**src/rtl/flashbus_pkg.sv**
```systemverilog
package flashbus_pkg;
  typedef struct packed {
    logic capAddr;
    logic capData;
    logic rdEn;
  } ctlStb_t;

  typedef enum logic [1:0] {
    OP_STANDBY = 2'd0,
    OP_READ    = 2'd1,
    OP_WRITE   = 2'd2,
    OP_OUTDIS  = 2'd3
  } busOp_e;

  localparam logic [7:0] MFR_CODE  = 8'h20;
  localparam logic [7:0] DEV_CODE  = 8'hEF;
  localparam logic [7:0] CELL_MASK = 8'h5A;
endpackage

```
**src/rtl/flashbus_glitch.sv**
```systemverilog
module flashbus_glitch #(
  parameter int GLITCH_CYC = 4,
  localparam int CNT_W = $clog2(GLITCH_CYC + 1)
) (
  input  logic clk,
  input  logic rstN,
  input  logic rawN,
  output logic act
);
  logic syncA, syncB;
  logic [CNT_W-1:0] lowCnt;

  always_ff @(posedge clk) begin
    if (!rstN) begin
      syncA  <= 1'b1;
      syncB  <= 1'b1;
      lowCnt <= '0;
    end else begin
      syncA <= rawN;
      syncB <= syncA;
      if (syncB) lowCnt <= '0;
      else if (lowCnt != CNT_W'(GLITCH_CYC)) lowCnt <= lowCnt + 1'b1;
    end
  end

  assign act = (lowCnt == CNT_W'(GLITCH_CYC));

  // a released enable drops its active flag on the next cycle
  assert_release_R6: assert property (@(posedge clk) disable iff (!rstN)
    syncB |=> !act);
endmodule

```
**src/rtl/flashbus_ctrl.sv**
```systemverilog
module flashbus_ctrl
  import flashbus_pkg::*;
#(
  parameter int GLITCH_CYC = 4
) (
  input  logic    clk,
  input  logic    rstN,
  input  logic    ceN,
  input  logic    oeN,
  input  logic    weN,
  output ctlStb_t ctl,
  output busOp_e  busOp
);
  localparam int N_EN = 3;
  logic [N_EN-1:0] rawN, act;
  logic ceAct, oeAct, weAct, inPhase, phasePrev, wrOk;

  assign rawN = {weN, oeN, ceN};

  generate
    for (genvar i = 0; i < N_EN; i++) begin : g_flt
      flashbus_glitch #(.GLITCH_CYC(GLITCH_CYC)) u_flt (
        .clk (clk),
        .rstN(rstN),
        .rawN(rawN[i]),
        .act (act[i])
      );
    end
  endgenerate

  assign ceAct   = act[0];
  assign oeAct   = act[1];
  assign weAct   = act[2];
  assign inPhase = ceAct & weAct;

  always_ff @(posedge clk) begin
    if (!rstN) begin
      phasePrev <= 1'b0;
      wrOk      <= 1'b0;
    end else begin
      phasePrev <= inPhase;
      if (inPhase && !phasePrev) wrOk <= !oeAct;
      else if (inPhase && oeAct) wrOk <= 1'b0;
    end
  end

  always_comb begin
    ctl.capAddr = inPhase & ~phasePrev;
    ctl.capData = ~inPhase & phasePrev & wrOk & ~oeAct;
    ctl.rdEn    = ceAct & oeAct & ~weAct;
    if (!ceAct)               busOp = OP_STANDBY;
    else if (ctl.rdEn)        busOp = OP_READ;
    else if (weAct && !oeAct) busOp = OP_WRITE;
    else                      busOp = OP_OUTDIS;
  end

  // output enable seen during a write phase cancels the data capture
  assert_oe_blocks_write_R5: assert property (@(posedge clk) disable iff (!rstN)
    (inPhase && oeAct) |=> !ctl.capData);
  // address capture is a single-cycle event per write phase
  assert_addr_single_R3: assert property (@(posedge clk) disable iff (!rstN)
    ctl.capAddr |=> !ctl.capAddr);
endmodule

```
**src/rtl/flashbus_dpath.sv**
```systemverilog
module flashbus_dpath
  import flashbus_pkg::*;
#(
  parameter int ADDR_W = 8
) (
  input  logic              clk,
  input  logic              rstN,
  input  ctlStb_t           ctl,
  input  logic              byteN,
  input  logic              idHv,
  input  logic [ADDR_W-1:0] addr,
  input  logic [15:0]       dqIn,
  output logic [15:0]       dqOut,
  output logic              dqOeLo,
  output logic              dqOeHi,
  output logic              wrStb,
  output logic [ADDR_W:0]   wrAddr,
  output logic [15:0]       wrData
);
  logic [7:0]    cellLo, idByte;
  logic [15:0]   rdWord;
  logic          hiByteSel;
  logic [ADDR_W:0] addrHold;

  always_comb begin
    cellLo = 8'(addr);
    idByte = 8'h00;
    if (!addr[1]) idByte = addr[0] ? DEV_CODE : MFR_CODE;
    rdWord    = idHv ? {8'h00, idByte} : {cellLo ^ CELL_MASK, cellLo};
    hiByteSel = dqIn[15] & ~idHv;
    if (byteN) dqOut = rdWord;
    else       dqOut = {8'h00, hiByteSel ? rdWord[15:8] : rdWord[7:0]};
    dqOeLo = ctl.rdEn;
    dqOeHi = ctl.rdEn & byteN;
  end

  always_ff @(posedge clk) begin
    if (!rstN) begin
      addrHold <= '0;
      wrStb    <= 1'b0;
      wrAddr   <= '0;
      wrData   <= '0;
    end else begin
      wrStb <= ctl.capData;
      if (ctl.capAddr) addrHold <= {addr, byteN ? 1'b0 : dqIn[15]};
      if (ctl.capData) begin
        wrAddr <= addrHold;
        wrData <= byteN ? dqIn : {8'h00, dqIn[7:0]};
      end
    end
  end

  // the write strobe never lasts more than one cycle
  assert_stb_single_R4: assert property (@(posedge clk) disable iff (!rstN)
    wrStb |=> !wrStb);
  // a byte-mode read drives the low lane only
  assert_byte_lane_R8: assert property (@(posedge clk) disable iff (!rstN)
    (ctl.rdEn && !byteN) |-> (dqOeLo && !dqOeHi));
endmodule

```
**src/rtl/flashbus_if.sv**
```systemverilog
module flashbus_if
  import flashbus_pkg::*;
#(
  parameter int ADDR_W     = 8,
  parameter int GLITCH_CYC = 4
) (
  input  logic              clk,
  input  logic              rstN,
  input  logic              ceN,
  input  logic              oeN,
  input  logic              weN,
  input  logic              byteN,
  input  logic              idHv,
  input  logic [ADDR_W-1:0] addr,
  input  logic [15:0]       dqIn,
  output logic [15:0]       dqOut,
  output logic              dqOeLo,
  output logic              dqOeHi,
  output logic [1:0]        busOp,
  output logic              wrStb,
  output logic [ADDR_W:0]   wrAddr,
  output logic [15:0]       wrData
);
  ctlStb_t ctl;
  busOp_e  opDec;

  flashbus_ctrl #(.GLITCH_CYC(GLITCH_CYC)) u_ctrl (
    .clk  (clk),
    .rstN (rstN),
    .ceN  (ceN),
    .oeN  (oeN),
    .weN  (weN),
    .ctl  (ctl),
    .busOp(opDec)
  );

  flashbus_dpath #(.ADDR_W(ADDR_W)) u_dpath (
    .clk   (clk),
    .rstN  (rstN),
    .ctl   (ctl),
    .byteN (byteN),
    .idHv  (idHv),
    .addr  (addr),
    .dqIn  (dqIn),
    .dqOut (dqOut),
    .dqOeLo(dqOeLo),
    .dqOeHi(dqOeHi),
    .wrStb (wrStb),
    .wrAddr(wrAddr),
    .wrData(wrData)
  );

  assign busOp = opDec;
endmodule

```
**config.mk**
```make
export PLATFORM = sky130hd
export DESIGN_NAME = flashbus_if
export DESIGN_NICKNAME = d
export VERILOG_FILES = /design/src/rtl/flashbus_pkg.sv /design/src/rtl/flashbus_glitch.sv /design/src/rtl/flashbus_ctrl.sv /design/src/rtl/flashbus_dpath.sv /design/src/rtl/flashbus_if.sv
export SDC_FILE = /design/constraint.sdc
export NUM_CORES = 1
export LEC_CHECK = 0
export BUFFER_PORTS_ARGS = -buffer_cell sky130_fd_sc_hd__buf_2
export CAP_MARGIN = 20
export CORE_ASPECT_RATIO = 0.5
export CORE_MARGIN = 8
export CORE_UTILIZATION = 54
export DETAILED_ROUTE_END_ITERATION = 10
export PLACE_DENSITY = 0.88
export SLEW_MARGIN = 20
export SYNTH_ARGS = -nofsm -noshare
export SYNTH_HDL_FRONTEND = slang
export SYNTH_HIERARCHICAL = 1
export SYNTH_SLANG_ARGS = --single-unit
```
**constraint.sdc**
```tcl
create_clock -name clk -period 5.35 [get_ports clk]
set_input_delay 0.2675 -clock clk [delete_from_list [all_inputs] [get_ports clk]]
set_output_delay 0.2675 -clock clk [all_outputs]
set_load 0.05 [all_outputs]
```
==> results.ini <==
[global_route]
grt-ovfl-total = 0
antenna_found_initial = 0
grtUsageTotal = 0.163
grt_pass1_wl_um = 8860
grt_max_degree = 47
first_global_vias = 1895

[detailed_routing]
final_antenna_net_count = 0
vias_per_cell = 5.00
routedWlPerCell_um = 15.0
first_iter_violations = 66
drc = 0
first_pass_iters = 4
vias = 1805
routed_wl_um = 5420

[sta]
setup_ws_ns = 3.12
setup_viol = 0
hold_viol_final = 0
worstMarginPinSlew_ns = 0.628
fin_crit_sh = 0.416
relSlewSlack = 0.581
rsz0062_at_grt = no
worst_clock_skew_ns = 0.00512
fin_crit_ns = 2.23
tns_ns = 0
drv_slew = 0
fmax_ghz = 0.449

[min_path]
hp-class = in2reg

[clock_network]
clockRootBuffer = clkbuf_8
ctsHoldBuffers = 0
clock_latency_ns = 0.30
numClockSinks = 52
htreeDepth = 2
path_clk_slew_ns = 0.09
cts_tree = done
post_cts_resized = 0
cts_made_buffers = 5
postCtsSetupBuffers = 0
clock_path_buffers = 2

[outcome]
status = finished, final reports clean

[synth]
synth-seq-cells = 52
yosys-top-cells-area = dfxtp_1, mux2i_1, nor2b_1
synth_top_area_cell = dfxtp_1
synth.top_cell.area_share = 0.451
seq_area_frac_synth = 0.451
ys_types = 33
syn_area_mm2 = 0.00231
synth_ff_type = dfxtp_1
syn_inst = 234
synthesis.nets = 271
async_reset_ff_frac = 0
yosysWarningCount = 6
synth_edf_count = 0
avgSynthCellArea_um2 = 9.86

[final_layout]
fin_area_mm2 = 0.00280
antennaDiodeCount = 0
final_core_util = 0.698
syn_to_final_growth_pct = 21.1
fill_cells = 311
final_common_cell = buf_2
mostFrequentLayoutCells = buf_2, dfxtp_1, nor2b_1, mux2i_1, a21oi_1
drive_gt1_frac = 0.306
nNetsFinal = 343

[run]
maxCapViolations = 0

[floorplan]
core_area_mm2 = 0.00400
chipHeight_um = 62.2
ios = 77
row_count = 16
die-width_um = 108
start_util = 0.576
die_area_mm2 = 0.00675

[placed_design]
place_area_mm2 = 0.00269
io_buffers = 76
gp_congestion = 0.794
dp_hpwl_um = 3970
place_ws_ns = 3.24

[pwr]
p_leak_nw = 1.25
p_per_area_mw_per_mm2 = 261
peakVddDrop_uv = 189

[setup_path]
cp-start-kind = flip-flop
cp-end-kind = output port
cp_max_fo = 7
cp.arrival_ns = 1.96
worstPathRequired_ns = 5.08
worstSetupPathType = reg2out

==> path summary, 6_finish.rpt <==
path	endpoint	slack, ns	startpoint	cells after the start
worst max-delay path	dqOeHi	3.12	u_ctrl/g_flt[2].u_flt/lowCnt[0]	6
worst min register to register	u_ctrl/g_flt[2].u_flt/syncB	0.42	u_ctrl/g_flt[2].u_flt/syncA	1
worst max register to register	u_dpath/wrData[8]	3.21	u_ctrl/g_flt[0].u_flt/lowCnt[0]	8
worst min-delay path	u_ctrl/g_flt[1].u_flt/syncA	0.14	oeN	2
==> state kept, by name, summed over array words and instances, names as in the netlist <==
name                       flops
u_ctrl/phasePrev               1
u_ctrl/g_flt.u_flt/syncA       3
u_ctrl/wrOk                    1
u_dpath/wrData                16
u_dpath/wrStb                  1
u_dpath/addrHold               9
u_dpath/wrAddr                 9
u_ctrl/g_flt.u_flt/syncB       3
u_ctrl/g_flt.u_flt/lowCnt      9
==> layer usage <==
layer | share of wire | GRT usage | vias up | wire length, um
met5 | 0 | 0 | - | 0
met4 | 0.022 | 0.0761 | 0 | 119
met3 | 0.028 | 0.0329 | 11 | 151
met2 | 0.54 | 0.305 | 33 | 2930
met1 | 0.41 | 0.169 | 855 | 2220
li1 | - | - | 906 | -
==> kinds of logic after synthesis <==
logic type,Yosys count,share of synthesized area
XOR/XNOR,3,0.0114
AO/OA/AOI/OAI,30,0.0824
adder cells (fa/ha/maj),6,0.0325
flip-flops,52,0.451
multiplexers,28,0.121
AND/OR/NAND/NOR,92,0.245
buffers and inverters,23,0.0559
==> area by class of cell <==
cell class | count | area [um^2] | share of cell area
tap | 54 | 67.6 | 0.0242
inverter | 11 | 41.3 | 0.0148
clock inverter | 2 | 35.0 | 0.0125
clock buffer | 6 | 72.6 | 0.0260
multi-input combinational | 159 | 1150 | 0.411
timing repair buffer | 77 | 388 | 0.139
sequential | 52 | 1040 | 0.372
==> worst max-delay path, stage by stage (launching register included) <==
cell and delay (ns):
dfxtp_1 0.39, inv_1 0.07, ha_1 0.25, and2_2 0.28
nor3b_1 0.25, and2_1 0.16, buf_2 0.25
==> cell usage after synthesis (all sizes together), types with 2 or more instances <==
cell,count
dfxtp,52
nor2b,43
mux2i,28
a21oi,15
nor2,13
inv,11
nand2b,10
buf,8
nand3,7
and2,6
ha,6
and3b,4
clkbuf,4
a21bo,3
a21o,3
nor3,3
o21a,3
o21ai,3
nand2,2
xor2,2
==> metrics by stage <==
step | total power, mW | hold WS (ns) | std cells
after global placement | 0.471 | 0.392 | 353
after global routing | 0.752 | 0.139 | 361
after CTS | 0.737 | 0.126 | 361
after floorplan | 0.448 | 0.341 | 234
after detailed placement | 0.473 | 0.401 | 353
final | 0.728 | 0.139 | 361
==> report_power, final <==
part	switching [mW]	internal, mW
Clock	0.125	0.139
Sequential	0.00115	0.389
Combinational	0.0490	0.0244
Total	0.176	0.553
No activity file was read; power rests on OpenSTA's default activity.
